<file path="config.mk">
export PLATFORM = sky130hd
export DESIGN_NAME = strobe_in_port
export DESIGN_NICKNAME = d
export VERILOG_FILES = /design/src/rtl/strobe_in_pkg.sv /design/src/rtl/sip_edge.sv /design/src/rtl/sip_capture.sv /design/src/rtl/sip_status.sv /design/src/rtl/strobe_in_port.sv
export SDC_FILE = /design/constraint.sdc
export NUM_CORES = 1
export LEC_CHECK = 0
export BUFFER_PORTS_ARGS = -buffer_cell sky130_fd_sc_hd__buf_2
export CORE_MARGIN = 2
export CORE_UTILIZATION = 30
export DETAILED_ROUTE_END_ITERATION = 8
export SYNTH_ARGS = -nofsm -noshare
export SYNTH_HDL_FRONTEND = slang
export SYNTH_SLANG_ARGS = --single-unit
</file>
<file path="constraint.sdc">
create_clock -name clk -period 0.8 [get_ports clk]
set_input_delay 0.12 -clock clk [delete_from_list [all_inputs] [get_ports clk]]
set_output_delay 0.12 -clock clk [all_outputs]
set_load 0.05 [all_outputs]
</file>
<file path="src/rtl/strobe_in_pkg.sv">
// Shared definitions for the strobed input channel.
// Assumes a port C that is 8 bits wide; the positions of the status bits follow the channel variant.
package strobe_in_pkg;

    typedef enum logic {
        PORT_A = 1'b0,
        PORT_B = 1'b1
    } port_sel_e;

    localparam int PC_W   = 8;
    localparam int PC_IDX = $clog2(PC_W);

    // Port C position of the interrupt status bit
    function automatic int intr_pos(port_sel_e p);
        return (p == PORT_A) ? 3 : 0;
    endfunction

    // Port C position of the buffer-full status bit
    function automatic int ibf_pos(port_sel_e p);
        return (p == PORT_A) ? 5 : 1;
    endfunction

    // Port C position of the enable bit; the set/reset command also targets this index
    function automatic int inte_pos(port_sel_e p);
        return (p == PORT_A) ? 4 : 2;
    endfunction

endpackage

</file>
<file path="src/rtl/sip_edge.sv">
// Edge detector for a strobe that idles at a known level.
// Assumes the input is synchronous to clk. The outputs compare the current level
// with the level registered at the previous edge.
module sip_edge #(
    parameter logic IDLE = 1'b1
) (
    input  logic clk,
    input  logic rst_n,
    input  logic sig,
    output logic prev,
    output logic rise,
    output logic fall
);

    // Hold the level seen at the previous clock edge
    always_ff @(posedge clk) begin
        if (!rst_n) prev <= IDLE;
        else        prev <= sig;
    end

    assign rise = sig & ~prev;
    assign fall = ~sig & prev;

endmodule

</file>
<file path="src/rtl/sip_capture.sv">
// Holding register, buffer-full flag and interrupt-pending flag.
// Assumes the edge pulses come from sip_edge instances on the same clock.
module sip_capture #(
    parameter int WIDTH = 8
) (
    input  logic             clk,
    input  logic             rst_n,
    input  logic [WIDTH-1:0] pin_data,
    input  logic             stb_n,
    input  logic             stb_rise,
    input  logic             stb_fall,
    input  logic             rd_fall,
    input  logic             rd_rise,
    output logic [WIDTH-1:0] held,
    output logic             full,
    output logic             pend
);

    // Follow the pins for as long as the strobe stays low
    always_ff @(posedge clk) begin
        if (!rst_n)      held <= '0;
        else if (!stb_n) held <= pin_data;
    end

    // A low strobe sets buffer-full; the end of a CPU read clears it
    always_ff @(posedge clk) begin
        if (!rst_n)       full <= 1'b0;
        else if (!stb_n)  full <= 1'b1;
        else if (rd_rise) full <= 1'b0;
    end

    // The end of a strobe arms the interrupt; the start of a read or a new strobe disarms it
    always_ff @(posedge clk) begin
        if (!rst_n)                   pend <= 1'b0;
        else if (stb_rise)            pend <= 1'b1;
        else if (rd_fall || stb_fall) pend <= 1'b0;
    end

endmodule

</file>
<file path="src/rtl/sip_status.sv">
// Interrupt-enable flip-flop and the map of status bits onto port C.
// Assumes the set/reset command is decoded upstream into a valid pulse, a bit index and a value.
module sip_status
    import strobe_in_pkg::*;
#(
    parameter port_sel_e PORT = PORT_A
) (
    input  logic              clk,
    input  logic              rst_n,
    input  logic              cmd_we,
    input  logic [PC_IDX-1:0] cmd_bit,
    input  logic              cmd_val,
    input  logic              intr,
    input  logic              full,
    output logic              inte,
    output logic [PC_W-1:0]   pc_bits,
    output logic [PC_W-1:0]   pc_own
);

    localparam int                INTR_POS = intr_pos(PORT);
    localparam int                IBF_POS  = ibf_pos(PORT);
    localparam int                INTE_POS = inte_pos(PORT);
    localparam logic [PC_IDX-1:0] INTE_IDX = PC_IDX'(INTE_POS);

    // Load the enable only from a command that names this channel's index
    always_ff @(posedge clk) begin
        if (!rst_n)                             inte <= 1'b0;
        else if (cmd_we && cmd_bit == INTE_IDX) inte <= cmd_val;
    end

    // Place each status bit at its variant's position
    for (genvar i = 0; i < PC_W; i++) begin : g_map
        assign pc_bits[i] = (i == INTR_POS) ? intr :
                            (i == IBF_POS)  ? full :
                            (i == INTE_POS) ? inte : 1'b0;
        assign pc_own[i]  = (i == INTR_POS) || (i == IBF_POS) || (i == INTE_POS);
    end

endmodule

</file>
<file path="src/rtl/strobe_in_port.sv">
// Strobed input channel: holds a byte from the peripheral, flags it as buffer-full,
// and raises an interrupt once the strobe completes and the enable is set.
// Assumes all inputs are synchronous to clk. Address and control-word decoding happen upstream.
module strobe_in_port
    import strobe_in_pkg::*;
#(
    parameter int        WIDTH = 8,
    parameter port_sel_e PORT  = PORT_A
) (
    input  logic              clk,
    input  logic              rst_n,
    input  logic [WIDTH-1:0]  pin_data,
    input  logic              stb_n,
    input  logic              rd_n,
    input  logic              cmd_we,
    input  logic [PC_IDX-1:0] cmd_bit,
    input  logic              cmd_val,
    output logic [WIDTH-1:0]  rd_data,
    output logic              ibf,
    output logic              intr,
    output logic [PC_W-1:0]   pc_bits,
    output logic [PC_W-1:0]   pc_own
);

    logic stb_prev, stb_rise, stb_fall;
    logic rd_prev, rd_rise, rd_fall;
    logic pend, inte;

    sip_edge #(.IDLE(1'b1)) u_stb_edge (
        .clk(clk), .rst_n(rst_n), .sig(stb_n),
        .prev(stb_prev), .rise(stb_rise), .fall(stb_fall)
    );

    sip_edge #(.IDLE(1'b1)) u_rd_edge (
        .clk(clk), .rst_n(rst_n), .sig(rd_n),
        .prev(rd_prev), .rise(rd_rise), .fall(rd_fall)
    );

    sip_capture #(.WIDTH(WIDTH)) u_capture (
        .clk(clk), .rst_n(rst_n), .pin_data(pin_data), .stb_n(stb_n),
        .stb_rise(stb_rise), .stb_fall(stb_fall),
        .rd_fall(rd_fall), .rd_rise(rd_rise),
        .held(rd_data), .full(ibf), .pend(pend)
    );

    // The request needs a completed strobe, a full buffer, the enable, and the strobe still high
    assign intr = pend & ibf & inte & stb_prev;

    sip_status #(.PORT(PORT)) u_status (
        .clk(clk), .rst_n(rst_n), .cmd_we(cmd_we), .cmd_bit(cmd_bit),
        .cmd_val(cmd_val), .intr(intr), .full(ibf), .inte(inte),
        .pc_bits(pc_bits), .pc_own(pc_own)
    );

    // rd_prev only feeds the edge outputs; it is kept here for visibility while debugging
    logic unused_rd_prev;
    assign unused_rd_prev = rd_prev;

endmodule

</file>
# Word level (Yosys, flattened, before mapping)
# Cells that the tools add are included.
[classes]
n_eq_ne = 2
mux = 4
bitwise = 11
reduce_logical = 3
[ops]
columns = ["op", "n"]
rows = [
  ["$and A1 B1 Y1", 7],
  ["$mux W1", 4],
  ["$not A1 Y1", 4],
  ["$eq A3 B3 Y1 const B", 1],
  ["$ne A2 B1 Y1 const B", 1],
  ["$reduce_bool A2 Y1", 1],
  ["$logic_and A1 B1 Y1", 1],
  ["$logic_or A1 B1 Y1", 1],
]
[totals]
regBits = 13
input_bits = 17
output_inout_bits = 26
word_cells = 26

# Longest topological paths before layout
# Gate-level depths: netlist of run 1.
[depth]
word_depth = 5
ltp_mapped = 3
ltp_nobuf = 3

# Modules after synthesis
# Synthesis of run 1 repeated with hierarchy kept, for this count alone.
[hier_totals]
hier_cells = 63
hier_area_um2 = 634.4
[modules_own_cells]
columns = ["mod", "n_inst", "cells_each", "area_each_um2", "seq_area_each_um2"]
rows = [
  ["sip_capture", 1, 31, 370.4, 200.2],
  ["sip_status", 1, 23, 177.7, 20.0],
  ["sip_edge", 2, 4, 38.8, 20.0],
  ["strobe_in_port", 1, 1, 8.8, 0.0],
]

# Worst setup path before layout of run 1
# OpenSTA, ideal clock, no wires.
[synth_path]
kind = "reg2out"
start = "reg u_capture.full"
end = "out pc_bits[3]"
arrival_ns = 1.524
required_time_ns = 0.680
slack_ns = -0.844
stages_incl_launch_ff = 3
n_path_buf = 1
cell_sequence = "dfxtp_1 and4_1 buf_4"
[synth_via]
elab_chain_cells = 3
[synth_rtl]
columns = ["element", "line", "rtl"]
rows = [
  ["from (decl)", "sip_capture.sv:15", "output logic full,"],
  ["from (signal assigned)", "sip_capture.sv:27", "if (!rst_n) full <= 1'b0;"],
  ["from (signal assigned)", "sip_capture.sv:28", "else if (!stb_n) full <= 1'b1;"],
  ["from (signal assigned)", "sip_capture.sv:29", "else if (rd_rise) full <= 1'b0;"],
  ["$and A1 B1 Y1 (3 in a row)", "strobe_in_port.sv:47", "assign intr = pend & ibf & inte & stb_prev;"],
  ["to (decl)", "strobe_in_port.sv:21", "output logic [PC_W-1:0] pc_bits,"],
]
# No other way between the ends.

# Worst setup path in the final report of run 1
# Ends and elaborated chain as after synthesis.

==> results_dict.tcl, run 1 <==
set metrics [dict create \
    grt-ovfl-total 0 \
    fin_skew_ns 0.002761 \
    route.detailed.drc 0 \
    cts-htree-levels 1 \
    fin_nets 112 \
    crit_type "reg2out" \
    multi_input_area_sq_um 276.5 \
    clockBufferDepth 2 \
    vdd_drop_max_uv 815.9 \
    min_from "rd_n" \
    start_util_pct 32.02 \
    io_pins 43 \
    vias_per_cell 3.926 \
    reg2reg_to "u_capture.pend$_SDFFE_PN0P_" \
    clk-insertion-delay-late_ns 0.26 \
    reg2reg_slack_ns 0.04 \
    timing.fmax_mhz 898.2 \
    ant_nets 0 \
    holdBufCountCts 0 \
    routed_wl_mm 1.118 \
    period_share_pct 139.2 \
    cts_tree "yes" \
    synth_top_area_share_pct 41.43 \
    status "complete, but fails checks" \
    fin_ws_ns -0.3134 \
    leakagePower_nw 0.4469 \
    via_count 475 \
    seqPwrFrac_pct 45.3 \
    antenna_cells 0 \
    first_pass_iters 2 \
    synth_ff_type "dfxtp_1" \
    drive_gt1_share_pct 54.26 \
    setup_violations 13 \
    ys_ff_latch 13 \
    cp-start-kind "flop" \
    ys_seq_area_share_pct 41.43 \
    yosys_warnings 0 \
    dp_cells 116 \
    clk_pin_slew_ns 0.08 \
    synth.cell_area_sq_um 628.1 \
    io_buffer_count 29 \
    cts-root-buf "clkbuf_4" \
    die_w_microns 49.76 \
    grt_pass1_wl_mm 1.704 \
    synth_common_cells "buf_4 (16), dfxtp_1 (13), mux2i_1 (9), nor2b_1 (9)" \
    synth_cell_type_count 15 \
    synth.most_common_cell "buf_4" \
    final.min_clock_period_ns 1.113 \
    drt-initial-drc-count 2 \
    place_congestion 0.5159 \
    hold_violations 0 \
    layout-area-overhead-vs-synth_pct 46.41 \
    reg2reg_from "u_stb_edge.prev$_SDFF_PN1_" \
    grt_max_degree 15 \
    sw_frac_of_total_pct 33.88 \
    synth-edff-count 0 \
    final_cells 121 \
    slew_viol_final 0 \
    regArea_sq_um 277.8 \
    clkPwrFrac_pct 24.6 \
    cts_sinks 13 \
    worstHoldPathType "in2reg" \
    violations "setup timing" \
    powerDensity_mw_per_mm2 1710 \
    core_sq_mm 0.001962 \
    track_usage_pct 9.033 \
    crit_path_max_fanout 2 \
    p_int_mw 1.040 \
    critPathArrivalTime_ns 0.99 \
    critPathCaptureType "primary output" \
    yosysTopAreaCell "dfxtp_1" \
    grt_antenna_before_repair 0 \
    p_total_mw 1.572 \
    cp.required_ns 0.68 \
    dieArea_sq_mm 0.002476 \
    p_switching_uw 532.7 \
    post_synth.cell_area_avg_sq_um 9.970 \
    drv_cap 0 \
    die_y_microns 49.76 \
    synthTopCellsByArea "dfxtp_1 (41%), buf_4 (19%), mux2i_1 (14%)" \
    syn_inst 63 \
    synthArstFlopShare_pct 0 \
    combPwrFrac_pct 30.1 \
    dp_hpwl_microns 805.5 \
    rows 16 \
    wl_per_cell_microns 9.240 \
    min_to "u_rd_edge.prev$_SDFF_PN1_" \
    num-fill-cells 207 \
    reg2regPathDepth 3 \
    dp_slack_ns -0.1066 \
    rsz0062_at_grt "true" \
    holdPathStages 3 \
    grt_pass1_vias 427 \
    numCtsBuffers 3 \
]
==> flip-flops by register name, indices dropped and copies added (netlist names) <==
register	flops
u_capture.held	8
u_capture.full	1
u_capture.pend	1
u_rd_edge.prev	1
u_status.inte	1
u_stb_edge.prev	1
==> kinds of logic after synthesis <==
logic type	count (synthesis)	synth area share, %
buffers and inverters	19	22.11
and+or+nand+nor	16	16.93
DFF	13	41.43
muxes	9	14.34
AOI/OAI and AO/OA	4	3.983
other	2	1.196
==> worst max-delay path, cell delays in order, from the launching register on <==
cell	delay (ns)
dfxtp_4	0.34
and4_4	0.24
buf_8	0.15
==> metal layers <==
layer | global-route usage [%] | routed length (microns) | vias up
li1 | - | - | 235
met1 | 8.427 | 418 | 217
met2 | 16.67 | 590 | 23
met3 | 3.939 | 109 | 0
met4 | 4.167 | 0 | 0
met5 | 0 | 0 | -
==> power groups by stage <==
stage                     combinational, mW  sequential [mW]  clock [mW]
after CTS                             0.463            0.710       0.411
final                                 0.473            0.713       0.387
after floorplan                       0.280            0.816           0
after global placement                0.409            0.716           0
after global routing                  0.498            0.718       0.439
after detailed placement              0.411            0.718           0
==> timing repair <==
item,in CTS,in global routing
resized for setup,33,11
pin swaps,0,3
gates cloned,0,0
setup buffers,1,1
setup endpoints to repair,14,15
endpoints found under the hold margin,0,0
==> cell usage in the layout (no fill, tap or decap), drive strengths merged <==
cell type,n
conb,13
a21boi,2
mux2i,9
nor2b,9
nand2,2
nand2b,2
dfxtp,13
and4,1
and4bb,1
nand4b,1
clkbuf,4
buf,34
inv,1
o21ai,2
==> worst max-delay path by stage <==
stage,cells after the start,from,to
after floorplan,2,u_capture.full$_SDFFE_PN0P_,pc_bits[3]
after global placement,2,u_stb_edge.prev$_SDFF_PN1_,intr
after detailed placement,2,u_stb_edge.prev$_SDFF_PN1_,intr
after CTS,2,u_capture.full$_SDFFE_PN0P_,intr
after global routing,2,u_capture.full$_SDFFE_PN0P_,pc_bits[3]
final,2,u_capture.full$_SDFFE_PN0P_,pc_bits[3]
==> cell type report <==
cell class	instances	area share, %
clock buffer	4	2.857
inverter	1	0.4082
multi-input combinational	42	30.07
sequential	13	30.20
tap	27	3.673
timing repair buffer	34	32.79
==> stage by stage <==
| stage | util, % | setup TNS (ns) | instance area [sq um] | hold slack [ns] |
|---|---|---|---|---|
| after floorplan | - | -0.3962 | 693.2 | 0.1931 |
| after global placement | 38.71 | -0.2375 | 759.5 | 0.3153 |
| after detailed placement | 38.71 | -0.2626 | 759.5 | 0.3209 |
| after CTS | 45.47 | -1.964 | 892.1 | 0.03676 |
| after global routing | 46.88 | -2.304 | 919.6 | 0.05611 |
| final | 46.88 | -1.790 | 919.6 | 0.04622 |
(Power assumes the default switching activity.)
==> run 2, diff against run 1 <==
Settings changed: ABC_CLOCK_PERIOD_IN_PS set to 800, HOLD_SLACK_MARGIN set to 0.08.
==> results_dict.tcl, run 2 (synthesis gave the netlist of run 1 again) <==
set metrics [dict create \
    cts-htree-levels 1 \
    dp_hpwl_microns 805.5 \
    slew_viol_final 0 \
    io_pins 43 \
    hold_slack_ns 0.1032 \
    fin_nets 113 \
    grt_antenna_before_repair 0 \
    worstHoldPathType "in2reg" \
    cts-root-buf "clkbuf_4" \
    p_int_mw 1.043 \
    regMostFlops "u_capture.held" \
    core_sq_mm 0.001962 \
    combPwrFrac_pct 30.2 \
    drv_cap 0 \
    hold_violations 0 \
    final_cells 122 \
    drive_gt1_share_pct 53.68 \
    reg2reg_from "u_stb_edge.prev$_SDFF_PN1_" \
    min_from "pin_data[7]" \
    leakagePower_nw 0.4510 \
    setup_tns_ns -1.792 \
    track_usage_pct 9.033 \
    p_total_mw 1.576 \
    route.detailed.drc 0 \
    drt-initial-drc-count 2 \
    die_w_microns 49.76 \
    route.top_layer_used "met3" \
    vias_per_cell 3.918 \
    setup_violations 13 \
    grt_max_degree 15 \
    cp-start-kind "flop" \
    first_pass_iters 2 \
    largest_reg_flops 8 \
    cp.required_ns 0.68 \
    crit_type "reg2out" \
    crit_start "u_capture.full$_SDFFE_PN0P_" \
    routed_wl_mm 1.121 \
    fin_ws_ns -0.3134 \
    io_buffer_count 29 \
    grt_pass1_wl_mm 1.704 \
    final_common_cell "buf_2" \
    crit_family "flip-flops" \
    grt_pass1_vias 424 \
    via_count 478 \
    dp_cells 116 \
    sw_frac_of_total_pct 33.84 \
    p_switching_uw 533.2 \
    path_buf_inv 1 \
    violations "setup timing" \
    status "complete, but fails checks" \
    layout-area-overhead-vs-synth_pct 48.01 \
    critPathCaptureType "primary output" \
    numCtsBuffers 3 \
    wl_met3_microns 106 \
    crit_path_max_fanout 2 \
    ant_nets 0 \
    dieArea_sq_mm 0.002476 \
    met1_length_microns 423 \
    start_util_pct 32.02 \
    seqPwrFrac_pct 45.2 \
    wl_met2_microns 591 \
    cts_tree "yes" \
    place_congestion 0.5159 \
    crit_chain "and4_4 -> buf_8" \
    critPathMaxStageDelay_ns 0.34 \
    grt-ovfl-total 0 \
    rows 16 \
    clk_pin_slew_ns 0.08 \
    slowest_stage "dfxtp_4" \
    die_y_microns 49.76 \
    rsz0062_at_grt "true" \
    layout_common_cells "buf_2 (16), conb_1 (13), dfxtp_2 (11)" \
    timing.fmax_mhz 898.2 \
    fin_skew_ns 0.002761 \
    clk-insertion-delay-late_ns 0.26 \
    clkPwrFrac_pct 24.5 \
    cts_sinks 13 \
    final.min_clock_period_ns 1.113 \
    num-fill-cells 205 \
    clockBufferDepth 2 \
    wl_per_cell_microns 9.189 \
    period_share_pct 139.2 \
    critPathArrivalTime_ns 0.99 \
    powerDensity_mw_per_mm2 1695 \
    antenna_cells 0 \
    vdd_drop_max_uv 819.4 \
]
-- run 2: cell types whose count changed in the layout (fill, tap and decap cells not counted) --
cell / previous run / this run
dlygate4sd3_1: 0 / 1
-- run 2: path summary, 6_finish.rpt --
path                               endpoint  slack (ns)  depth (start not counted)
min reg2reg  u_capture.held[3]$_SDFFE_PN0N_        0.53                          2
min          u_capture.held[7]$_SDFFE_PN0N_        0.10                          3
max reg2reg     u_capture.pend$_SDFFE_PN0P_        0.04                          3
max                              pc_bits[3]       -0.31                          2
-- run 2: power by group through the flow --
| stage | clock network [mW] | registers, mW | logic, mW |
|---|---|---|---|
| 2_1_floorplan | 0 | 0.816 | 0.280 |
| 3_3_place_gp | 0 | 0.716 | 0.409 |
| 3_5_place_dp | 0 | 0.718 | 0.411 |
| 4_1_cts | 0.411 | 0.710 | 0.466 |
| 5_1_grt | 0.439 | 0.718 | 0.502 |
| 6_report | 0.387 | 0.713 | 0.477 |
-- run 2: worst min-delay path, cell delays in order --
cell and delay [ns]:
buf_2 0.07, mux2i_1 0.05, nor2b_1 0.09
-- run 2: area by class of cell --
| type | instances | area [sq um] | area share [%] |
|---|---|---|---|
| flip-flops and latches | 13 | 277.8 | 29.88 |
| inverters | 1 | 3.754 | 0.4038 |
| multi-input cells | 42 | 276.5 | 29.74 |
| well taps | 27 | 33.78 | 3.634 |
| repair buffers | 35 | 311.5 | 33.51 |
| clock buffers | 4 | 26.28 | 2.826 |
-- run 2: layer usage --
metal | track usage (%) | up-vias
met5 | 0 | -
met2 | 16.44 | 23
met3 | 3.939 | 0
met1 | 8.614 | 218
li1 | - | 237
met4 | 4.167 | 0
-- run 2: metrics by stage --
step	util [%]	setup slack [ns]	area, sq um
6_report	47.39	-0.3134	929.6
3_5_place_dp	38.71	-0.1066	759.5
5_1_grt	47.39	-0.3524	929.6
3_3_place_gp	38.71	-0.09322	759.5
4_1_cts	45.98	-0.3237	902.1
2_1_floorplan	-	-0.2854	693.2
-- run 2: timing repair --
action | in CTS | in global routing
setup endpoints to repair | 14 | 15
buffers inserted | 1 | 1
hold buffers | 1 | 0
gates resized for setup | 33 | 11
pin swaps | 0 | 3
hold endpoints to repair | 1 | 0
==> run 3, diff against run 2 <==
--- a/constraint.sdc
+++ b/constraint.sdc
@@ -3,2 +3,2 @@
 set_output_delay 0.12 -clock clk [all_outputs]
-set_load 0.05 [all_outputs]
+set_load 0.1 [all_outputs]
==> results_dict.tcl, run 3 (synthesis gave the netlist of run 1 again) <==
set metrics [dict create \
    antenna_cells 0 \
    holdPathStages 3 \
    cp-start-kind "flop" \
    final_common_cell "buf_2" \
    grt_pass1_vias 457 \
    placed_area_sq_um 974.7 \
    dieArea_sq_mm 0.002476 \
    drv_cap 0 \
    p_int_mw 1.085 \
    sw_frac_of_total_pct 42.69 \
    critPathArrivalTime_ns 1.04 \
    io_pins 43 \
    setup_violations 14 \
    rows 16 \
    vias_per_cell 3.959 \
    period_share_pct 145.6 \
    die_y_microns 49.76 \
    rsz0062_at_grt "true" \
    route.detailed.drc 0 \
    combPwrFrac_pct 42.0 \
    place_congestion 0.6855 \
    largest_reg_flops 8 \
    grt_antenna_before_repair 0 \
    clk_pin_slew_ns 0.08 \
    ant_nets 0 \
    fin_nets 114 \
    cp.required_ns 0.68 \
    reg2regPathDepth 5 \
    timing.fmax_mhz 858.7 \
    track_usage_pct 10.43 \
    hold_slack_ns 0.1043 \
    io_buffer_count 29 \
    dp_slack_ns -0.08630 \
    cts-htree-levels 1 \
    layout-area-overhead-vs-synth_pct 66.53 \
    grt-ovfl-total 0 \
    status "complete, but fails checks" \
    grt_max_degree 15 \
    clk-insertion-delay-late_ns 0.27 \
    crit_path_max_fanout 2 \
    reg2reg_to "u_capture.full$_SDFFE_PN0P_" \
    numCtsBuffers 3 \
    cts_tree "yes" \
    fin_skew_ns 0.0004371 \
    grt_pass1_wl_mm 1.897 \
    worstSetupEndpoint "pc_bits[3]" \
    routed_wl_mm 1.263 \
    cts-root-buf "clkbuf_4" \
    crit_type "reg2out" \
    regMostFlops "u_capture.held" \
    multi_input_area_sq_um 276.5 \
    worstHoldPathType "in2reg" \
    critPathCaptureType "primary output" \
    clkPwrFrac_pct 20.8 \
    reg2reg_slack_ns -0.14 \
    p_switching_uw 808.3 \
    core_sq_mm 0.001962 \
    drt-initial-drc-count 1 \
    num-fill-cells 193 \
    hold_violations 0 \
    violations "setup timing" \
    slew_viol_final 0 \
    die_w_microns 49.76 \
    crit_start "u_capture.full$_SDFFE_PN0P_" \
    vdd_drop_max_uv 794.1 \
    dp_hpwl_microns 993.9 \
    reg2reg_from "u_capture.full$_SDFFE_PN0P_" \
    drive_gt1_share_pct 55.21 \
    wl_per_cell_microns 10.27 \
    regArea_sq_um 299.0 \
    via_count 487 \
    leakagePower_nw 0.4821 \
    final_area_sq_mm 0.001046 \
    start_util_pct 32.02 \
    fin_ws_ns -0.3645 \
    first_pass_iters 2 \
    final.min_clock_period_ns 1.165 \
    clockBufferDepth 2 \
    powerDensity_mw_per_mm2 1810 \
    seqPwrFrac_pct 37.3 \
    cts_sinks 13 \
    layout_common_cells "buf_2 (16), conb_1 (13), buf_12 (13)" \
]
## run 3: changes by cell type in the layout (fill, tap and decap cells not counted), moves of 2 or more
cell | previous run | this run
a21boi_1 | 0 | 2
buf_12 | 0 | 13
buf_6 | 5 | 3
buf_8 | 9 | 0
dfxtp_2 | 11 | 4
dfxtp_4 | 1 | 9
o21ai_1 | 2 | 0
## run 3: stage by stage
| stage | setup TNS (ns) | std cells | power (mW) | utilization [%] |
|---|---|---|---|---|
| 5_1_grt | -3.114 | 123 | 1.974 | 53.32 |
| 3_3_place_gp | -0.1773 | 116 | 1.482 | 49.68 |
| 4_1_cts | -2.798 | 122 | 1.918 | 52.61 |
| 2_1_floorplan | -1.180 | 74 | 1.335 | - |
| 6_report | -2.663 | 123 | 1.893 | 53.32 |
| 3_5_place_dp | -0.2633 | 116 | 1.492 | 49.68 |
## run 3: critical path: stages, from the launching register on
cell	delay [ns]
dfxtp_4	0.35
and4_4	0.25
buf_12	0.18
## run 3: final cells by class
| cell class | count | share of cell area [%] |
|---|---|---|
| repair buffers | 36 | 38.88 |
| flip-flops and latches | 13 | 28.59 |
| multi-input cells | 42 | 26.44 |
| well taps | 27 | 3.230 |
| clock buffers | 4 | 2.512 |
| inverters | 1 | 0.3589 |
## run 3: what timing repair did
item,4_1_cts,5_1_grt
setup buffers,1,2
hold buffers,1,0
endpoints found under the hold margin,1,0
pin swaps,1,1
endpoints found under the setup margin,15,15
resized for setup,7,5
## run 3: how the worst min path moves through the flow
stage / slack [ns] / end / start
6_report: 0.10 / u_capture.held[6]$_SDFFE_PN0N_ / pin_data[6]
5_1_grt: 0.1 / u_capture.held[2]$_SDFFE_PN0N_ / pin_data[2]
4_1_cts: 0.09 / u_capture.held[6]$_SDFFE_PN0N_ / pin_data[6]
3_5_place_dp: 0.33 / u_rd_edge.prev$_SDFF_PN1_ / rd_n
3_3_place_gp: 0.31 / u_rd_edge.prev$_SDFF_PN1_ / rd_n
2_1_floorplan: 0.19 / u_stb_edge.prev$_SDFF_PN1_ / rst_n
## run 3: power groups by stage
stage,registers (mW),clock network [mW],logic (mW)
final,0.706,0.394,0.794
after detailed placement,0.720,0,0.772
after floorplan,0.906,0,0.430
after global routing,0.710,0.447,0.817
after CTS,0.706,0.424,0.788
after global placement,0.717,0,0.766
## run 3: metal layers
layer  GRT usage, %  part of all wire, %  vias to the layer above
met5              0                    0                        -
met4          8.333                  1.3                        0
met3          3.333                  8.2                        2
met2          17.78                   53                       24
met1          10.28                   37                      221
li1               -                    -                      240
